==> config.mk <==
export PLATFORM = sky130hd
export DESIGN_NAME = rr_slice_arbiter
export DESIGN_NICKNAME = d
export VERILOG_FILES = /design/src/rtl/rr_arb_pkg.sv /design/src/rtl/rr_pick.sv /design/src/rtl/slice_timer.sv /design/src/rtl/rr_slice_arbiter.sv
export SDC_FILE = /design/constraint.sdc
export NUM_CORES = 1
export LEC_CHECK = 0
export BUFFER_PORTS_ARGS = -buffer_cell sky130_fd_sc_hd__buf_2
export CAP_MARGIN = 20
export CORE_AREA = 5 5 42 44
export DETAILED_ROUTE_END_ITERATION = 8
export DIE_AREA = 0 0 47 49
export GPL_TIMING_DRIVEN = 0
export PLACE_DENSITY = 0.55
export SETUP_SLACK_MARGIN = 0.1
export SYNTH_ARGS = -nofsm -noshare
export SYNTH_HDL_FRONTEND = slang
export SYNTH_HIERARCHICAL = 1
export SYNTH_SLANG_ARGS = --single-unit
export TNS_END_PERCENT = 100
==> constraint.sdc <==
create_clock -name clk -period 1.8 [get_ports clk]
set_input_delay 0.09 -clock clk [delete_from_list [all_inputs] [get_ports clk]]
set_output_delay 0.09 -clock clk [all_outputs]
set_load 0.01 [all_outputs]
==> src/rtl/rr_arb_pkg.sv <==
package rr_arb_pkg;

  // What the arbiter did on the last clock edge; exposed for checking.
  typedef enum logic [2:0] {
    ARB_EV_NONE    = 3'd0,
    ARB_EV_HOLD    = 3'd1,
    ARB_EV_EXPIRE  = 3'd2,
    ARB_EV_RELEASE = 3'd3,
    ARB_EV_START   = 3'd4
  } arb_ev_e;

  // Circular successor of an index among n lines.
  function automatic int unsigned wrap_next(int unsigned idx, int unsigned n);
    return (idx + 1 >= n) ? 0 : idx + 1;
  endfunction

  // Index reached by stepping off places from start among n lines.
  function automatic int unsigned wrap_add(int unsigned start, int unsigned off,
                                           int unsigned n);
    return (start + off) % n;
  endfunction

endpackage

==> src/rtl/rr_pick.sv <==
module rr_pick #(
  parameter int N_LINES = 4,
  localparam int IDX_W = (N_LINES > 1) ? $clog2(N_LINES) : 1
) (
  input  logic [N_LINES-1:0] req,
  input  logic [IDX_W-1:0]   start,
  output logic               found,
  output logic [IDX_W-1:0]   idx
);
  import rr_arb_pkg::*;

  // Scan from the farthest offset to the nearest; the nearest hit wins.
  always_comb begin
    found = 1'b0;
    idx   = '0;
    for (int k = N_LINES - 1; k >= 0; k--) begin
      int unsigned cand;
      cand = wrap_add(int'(start), k, N_LINES);
      if (req[cand]) begin
        found = 1'b1;
        idx   = IDX_W'(cand);
      end
    end
  end

endmodule

==> src/rtl/slice_timer.sv <==
module slice_timer #(
  parameter int CNT_W = 2
) (
  input  logic             clk,
  input  logic             rst_n,
  input  logic             restart,
  input  logic             advance,
  output logic [CNT_W-1:0] count,
  output logic             at_end
);
  localparam logic [CNT_W-1:0] LAST = '1;

  logic [CNT_W-1:0] count_q;

  always_ff @(posedge clk or negedge rst_n) begin
    if (!rst_n) begin
      count_q <= '0;
    end else if (restart) begin
      count_q <= '0;
    end else if (advance) begin
      count_q <= count_q + 1'b1;
    end
  end

  assign count  = count_q;
  assign at_end = (count_q == LAST);

endmodule

==> src/rtl/rr_slice_arbiter.sv <==
module rr_slice_arbiter #(
  parameter int N_LINES = 4,
  parameter int CNT_W   = 2
) (
  input  logic               clk,
  input  logic               rst_n,
  input  logic [N_LINES-1:0] req,
  output logic [N_LINES-1:0] gnt
);
  import rr_arb_pkg::*;

  localparam int IDX_W = (N_LINES > 1) ? $clog2(N_LINES) : 1;

  // Owner state
  logic             own_v_q;
  logic [IDX_W-1:0] own_q;
  logic [IDX_W-1:0] ptr_q;

  // Named internal events
  logic             holder_req;
  logic             slice_done;
  logic             early_rel;
  logic             need_pick;
  logic             handover;
  logic             pick_found;
  logic [IDX_W-1:0] pick_idx;
  logic [CNT_W-1:0] slice_cnt;
  logic             slice_end;
  arb_ev_e          ev_d;
  arb_ev_e          ev_q;

  assign holder_req = own_v_q & req[own_q];
  assign slice_done = holder_req & slice_end;
  assign early_rel  = own_v_q & ~req[own_q];
  assign need_pick  = ~own_v_q | slice_done | early_rel;
  assign handover   = need_pick & pick_found;

  // The pointer always sits one past the latest winner, so the same
  // search serves expiry, early release and the start after idle.
  rr_pick #(.N_LINES(N_LINES)) u_pick (
    .req   (req),
    .start (ptr_q),
    .found (pick_found),
    .idx   (pick_idx)
  );

  slice_timer #(.CNT_W(CNT_W)) u_timer (
    .clk     (clk),
    .rst_n   (rst_n),
    .restart (handover),
    .advance (holder_req),
    .count   (slice_cnt),
    .at_end  (slice_end)
  );

  always_comb begin
    if (!own_v_q)        ev_d = pick_found ? ARB_EV_START : ARB_EV_NONE;
    else if (early_rel)  ev_d = ARB_EV_RELEASE;
    else if (slice_done) ev_d = ARB_EV_EXPIRE;
    else                 ev_d = ARB_EV_HOLD;
  end

  always_ff @(posedge clk or negedge rst_n) begin
    if (!rst_n) begin
      own_v_q <= 1'b0;
      own_q   <= '0;
      ptr_q   <= '0;
      ev_q    <= ARB_EV_NONE;
    end else begin
      ev_q <= ev_d;
      if (need_pick) begin
        own_v_q <= pick_found;
        if (pick_found) begin
          own_q <= pick_idx;
          ptr_q <= IDX_W'(wrap_next(int'(pick_idx), N_LINES));
        end
      end
    end
  end

  // One decoder bit per line
  for (genvar g = 0; g < N_LINES; g++) begin : g_gnt
    assign gnt[g] = own_v_q && (own_q == IDX_W'(g));
  end

  // slice_cnt and ev_q stay visible for inspection only.
  logic unused_ok;
  assign unused_ok = ^{slice_cnt, ev_q};

endmodule

# ---- Word-level counts from Yosys, hierarchy flattened
# Index checks and enable logic that the tools add are counted.
dict set report totals {
  reg_bits 7
  inputBits 6
  output_inout_bits 4
  wordCells 55
}
dict set report op_classes {
  n_addsub 5
  n_lt_le_gt_ge 6
  n_eq_ne 4
  muxes 21
  n_bitwise 8
  n_reduce_logical 7
}
# operator n
set ops {}
lappend ops {{$lt A2 B3 Y1 const B} 5}
lappend ops {{$mux W2} 7}
lappend ops {{$bmux W1 S2} 5}
lappend ops {{$mux W1} 9}
lappend ops {{$eq A2 B2 Y1 const B} 3}
lappend ops {{$add A2 B1 Y2 const B} 2}
lappend ops {{$add A2 B2 Y2 const B} 2}
lappend ops {{$and A1 B1 Y1} 4}
lappend ops {{$logic_and A1 B1 Y1} 4}
lappend ops {{$add A2 B1 Y3 const B} 1}
lappend ops {{$ge A3 B3 Y1 const B} 1}
lappend ops {{$eq A2 B1 Y1 const B} 1}
lappend ops {{$logic_not A2 Y1} 1}
lappend ops {{$not A1 Y1} 2}
lappend ops {{$or A1 B1 Y1} 2}
lappend ops {{$reduce_and A2 Y1} 1}
lappend ops {{$reduce_bool A2 Y1} 1}

# ---- Depth between registers and ports, before layout
dict set report logic_depth {
  depth_word 10
  ltp_mapped 6
  ltp_nobuf 6
}

# ---- By module
# Netlist, hierarchy kept.
# mod n_inst cells_per_inst area_each_um2 seq_area_each_um2
set by_module_without_submodules {}
lappend by_module_without_submodules {rr_slice_arbiter 1 31 334.1 125.1}
lappend by_module_without_submodules {slice_timer 1 7 88.8 50.0}
lappend by_module_without_submodules {rr_pick 1 13 77.6 0.0}

# ---- Worst setup path after synthesis
# No wires, ideal clock.
dict set report synth_path {
  kind {reg2reg}
  startpoint {register u_timer.count_q[0], in the netlist u_timer/count[0]}
  endpoint {register own_q[1]}
  setup_ns 0.128
  t_arrival_ns 1.499
  required_time_ns 1.672
  slack_ns 0.173
  path_stages_with_launch 5
  n_path_buf 0
  period_less_slack_ns 1.627
  cell_sequence {dfrtp_1 ha_1 or3b_4 o221ai_4 mux2_1}
}
dict set report synth_via {
  elab_chain_len 5
}
# element line
set synth_lines {}
lappend synth_lines {{start: declaration} slice_timer.sv:13} ;# logic [CNT_W-1:0] count_q;
lappend synth_lines {{start signal: assignment} slice_timer.sv:21} ;# count_q <= count_q + 1'b1;
lappend synth_lines {{$eq A2 B2 Y1} slice_timer.sv:26} ;# assign at_end = (count_q == LAST);
lappend synth_lines {{net slice_end} rr_slice_arbiter.sv:28} ;# logic slice_end;
lappend synth_lines {{$and A1 B1 Y1} rr_slice_arbiter.sv:33} ;# assign slice_done = holder_req & slice_end;
lappend synth_lines {{$or A1 B1 Y1 (2 in a row)} rr_slice_arbiter.sv:35} ;# assign need_pick = ~own_v_q | slice_done | early_rel;
lappend synth_lines {{$reduce_and A2 Y1 (no line)} --}
lappend synth_lines {{end signal: assignment} rr_slice_arbiter.sv:74} ;# own_q <= pick_idx;
lappend synth_lines {{end: declaration} rr_slice_arbiter.sv:16} ;# logic [IDX_W-1:0] own_q;
# The timed path passes the listed nets, and every way through them passes these cells.
# A chain may end at the register's enable or synchronous reset.

# ---- Worst setup path after layout
dict set report layout_path {
  startpoint {register u_timer.count_q[1], in the netlist u_timer/count[1]}
  endpoint {register ptr_q[1]}
}
dict set report layout_via {
  elab_chain_len 5
}
# element line
set layout_lines {}
lappend layout_lines {{$eq A2 B2 Y1} slice_timer.sv:26}
lappend layout_lines {{net slice_end} rr_slice_arbiter.sv:28}
lappend layout_lines {{$and A1 B1 Y1} rr_slice_arbiter.sv:33}
lappend layout_lines {{$or A1 B1 Y1 (2 in a row)} rr_slice_arbiter.sv:35}
lappend layout_lines {{$reduce_and A2 Y1 (no line)} --}
lappend layout_lines {{end signal: assignment} rr_slice_arbiter.sv:75} ;# ptr_q <= IDX_W'(wrap_next(int'(pick_idx), N_LINES));
lappend layout_lines {{end: declaration} rr_slice_arbiter.sv:17} ;# logic [IDX_W-1:0] ptr_q;
# The timed path passes the listed nets, and every way through them passes these cells.

==> results_dict.tcl <==
set metrics [dict create \
    outcome "finished clean" \
    min_path_type "in2async" \
    wl_per_cell_um 11.30 \
    n_antenna_cell 0 \
    ys_seq_elements 7 \
    rr_worst_depth 4 \
    grt_pass1_vias 371 \
    finalCritPeriodShare 0.9290 \
    netlist_area_um2 500.5 \
    grt_max_degree 8 \
    final_area_um2 630.6 \
    drtIter0Drc 8 \
    clock-sinks 7 \
    dp_cells 76 \
    first_pass_iters 4 \
    gr-total-overflow 0 \
    critPathBufInv 0 \
    synth_nets 59 \
    crit_chain "ha_2 -> or3b_4 -> o221ai_4 -> mux2_4" \
    p_sw_mw 0.3948 \
    path_class "reg2reg" \
    skew_ps 1.252 \
    place.gp.congestion 0.7133 \
    utilization 0.4500 \
    whs_ps 206.2 \
    synth_cell_type_count 21 \
    leakage_nw 0.3066 \
    coreArea_um2 1401 \
    p_clk_frac 0.128 \
    power.density_nw_per_um2 1659 \
    crit_fanout 4 \
    ys_top_cells_by_area "dfrtp_1, mux2_1, mux2i_1, nor2_1, mux2i_2" \
    finalSetupViolCount 0 \
    yosys.area.top_type "dfrtp_1" \
    setup_ws_ps 127.7 \
    cts_buffers 3 \
    cts_tree "built" \
    power_mw 1.046 \
    pin_count 10 \
    timing.rr.start "u_timer/count[1]$_DFFE_PN0P_" \
    fmax_mhz 598.0 \
    maxSlewHeadroom 0.7741 \
    synthCells 51 \
    switching_share 0.3774 \
    wirelength_um 938 \
    clock_path_buffers 2 \
    finalCriticalPeriod_ps 1672 \
    cp_slowest_cell "or3b_4" \
    yosysWarnings 6 \
    rsz0062_at_grt "true" \
    synth_top_cell_area_share 0.3500 \
    fillers 151 \
    worstReg2RegEnd "ptr_q[1]$_DFFE_PN0P_" \
    worstPathArrival_ps 1800 \
    report.final.slew_viol_count 0 \
    peakVddDrop_mv 0.5799 \
    start_util 0.3571 \
    htree_levels 1 \
    grt_use_total 0.09297 \
    grt_pass1_wl_mm 1.573 \
    crit_path_start_kind "flop" \
    max_stage_delay_ps 390 \
    insertion_delay_ps 240 \
    vias 402 \
    finalHoldViolations 0 \
    cp_data_required_time_ps 1920 \
    tightest_slew_ps 332.3 \
    post-place-ws_ps 94.92 \
    die_area_um2 2303 \
    ant_nets 0 \
    finalSetupTns_ps 0 \
    power_frac_comb 0.596 \
    r2r_setup_slack_ps 130 \
    dieHeight_um 49 \
    clk_pin_slew_ps 50 \
    viasPerCell 4.843 \
    drcViolationCount 0 \
    seqPwrFrac 0.276 \
    syn_to_final_growth_pct 26.00 \
    drive_gt1_frac 0.3582 \
    avgSynthCellArea_um2 9.813 \
    io_buffers 9 \
    cp_top_family "simple AND/OR/NAND/NOR gates" \
    cts_root_buffer "clkbuf_4" \
    cap_viol_max_count 0 \
    dpl-instance-area_um2 565.5 \
    layout.nets 76 \
    p_int_mw 0.6514 \
    antenna_found_initial 0 \
    die_w_um 47 \
    critPathCaptureType "flop" \
    ys_seq_area_frac 0.3500 \
    fin_cells 83 \
    num_rows 14 \
]
==> power groups by stage <==
stage / Sequential, mW / Clock [mW] / Combinational (mW)
6_report: 0.289 / 0.134 / 0.623
5_1_grt: 0.297 / 0.151 / 0.684
4_1_cts: 0.288 / 0.141 / 0.630
3_5_place_dp: 0.291 / 0 / 0.529
3_3_place_gp: 0.288 / 0 / 0.526
2_1_floorplan: 0.276 / 0 / 0.422
==> cell families after synthesis <==
group	after synthesis	share of synthesized area
buf+inv	4	0.03249
flops	7	0.3500
mux	8	0.1825
xor+xnor	1	0.01750
compound gates	7	0.1400
simple gates	22	0.2275
fa+ha+maj	2	0.04999
==> worst max path at each step <==
stage                                 startpoint                   end  slack, ps  cells past startpoint
floorplan           u_timer/count[0]$_DFFE_PN0P_  own_q[1]$_DFFE_PN0P_        170                      4
global placement    u_timer/count[0]$_DFFE_PN0P_  own_q[1]$_DFFE_PN0P_        110                      4
detailed placement  u_timer/count[0]$_DFFE_PN0P_  ptr_q[0]$_DFFE_PN0P_         90                      4
CTS                 u_timer/count[0]$_DFFE_PN0P_  ptr_q[0]$_DFFE_PN0P_         90                      4
global route        u_timer/count[1]$_DFFE_PN0P_  own_q[1]$_DFFE_PN0P_         80                      4
finish              u_timer/count[1]$_DFFE_PN0P_  ptr_q[1]$_DFFE_PN0P_        130                      4
==> registers in the layout, indices dropped and copies added, names as in the netlist <==
| signal | count |
|---|---|
| u_timer/count | 2 |
| ptr_q | 2 |
| own_v_q | 1 |
| own_q | 2 |
==> cells in the mapped netlist <==
library cell  instances
nand2_1               5
xnor2_1               1
or3b_4                1
a211oi_2              1
mux2i_2               2
inv_1                 3
a211oi_1              1
a21oi_1               1
nor3b_1               2
o221ai_4              1
ha_1                  2
nor2_1                8
nand2b_1              2
buf_2                 1
and3_1                3
mux2_1                3
dfrtp_1               7
nand3b_1              1
o21ai_0               2
mux2i_1               3
o221ai_1              1
==> placed cells by master (no fill, tap or decap) <==
| cell | count |
|---|---|
| a211oi_1 | 1 |
| a211oi_2 | 1 |
| a21oi_1 | 1 |
| and3_1 | 3 |
| buf_2 | 10 |
| buf_4 | 2 |
| clkbuf_1 | 1 |
| clkbuf_4 | 3 |
| dfrtp_1 | 7 |
| dlygate4sd3_1 | 1 |
| ha_1 | 1 |
| ha_2 | 1 |
| inv_1 | 3 |
| mux2_4 | 3 |
| mux2i_1 | 3 |
| mux2i_2 | 2 |
| nand2_1 | 5 |
| nand2b_1 | 2 |
| nand3b_1 | 1 |
| nor2_1 | 8 |
| nor3b_1 | 2 |
| o21ai_0 | 2 |
| o221ai_1 | 1 |
| o221ai_4 | 1 |
| or3b_4 | 1 |
| xnor2_1 | 1 |
==> routing by layer <==
metal	part of all wire	global-route usage	vias up
met5	0	0	-
met4	0.011	0.06912	0
met3	0.032	0.01107	2
met2	0.49	0.1267	5
met1	0.47	0.1284	183
li1	-	-	212
==> cell type report <==
cell class / instances / area [um2] / area share
Multi-Input combinational cell: 40 / 322.8 / 0.5119
Sequential cell: 7 / 175.2 / 0.2778
Timing Repair Buffer: 12 / 70.07 / 0.1111
Clock buffer: 4 / 26.28 / 0.04167
Tap cell: 16 / 20.02 / 0.03175
Inverter: 3 / 11.26 / 0.01786
Buffer: 1 / 5.005 / 0.007937
==> repair_timing <==
action / 4_1_cts / 5_1_grt
setup endpoints to repair: 3 / 4
setup buffers: 2 / 0
hold buffers: 1 / 0
hold endpoints to repair: 7 / 0
resized for setup: 4 / 0
pin swaps: 2 / 3
No activity file was read; power rests on OpenSTA's default activity.
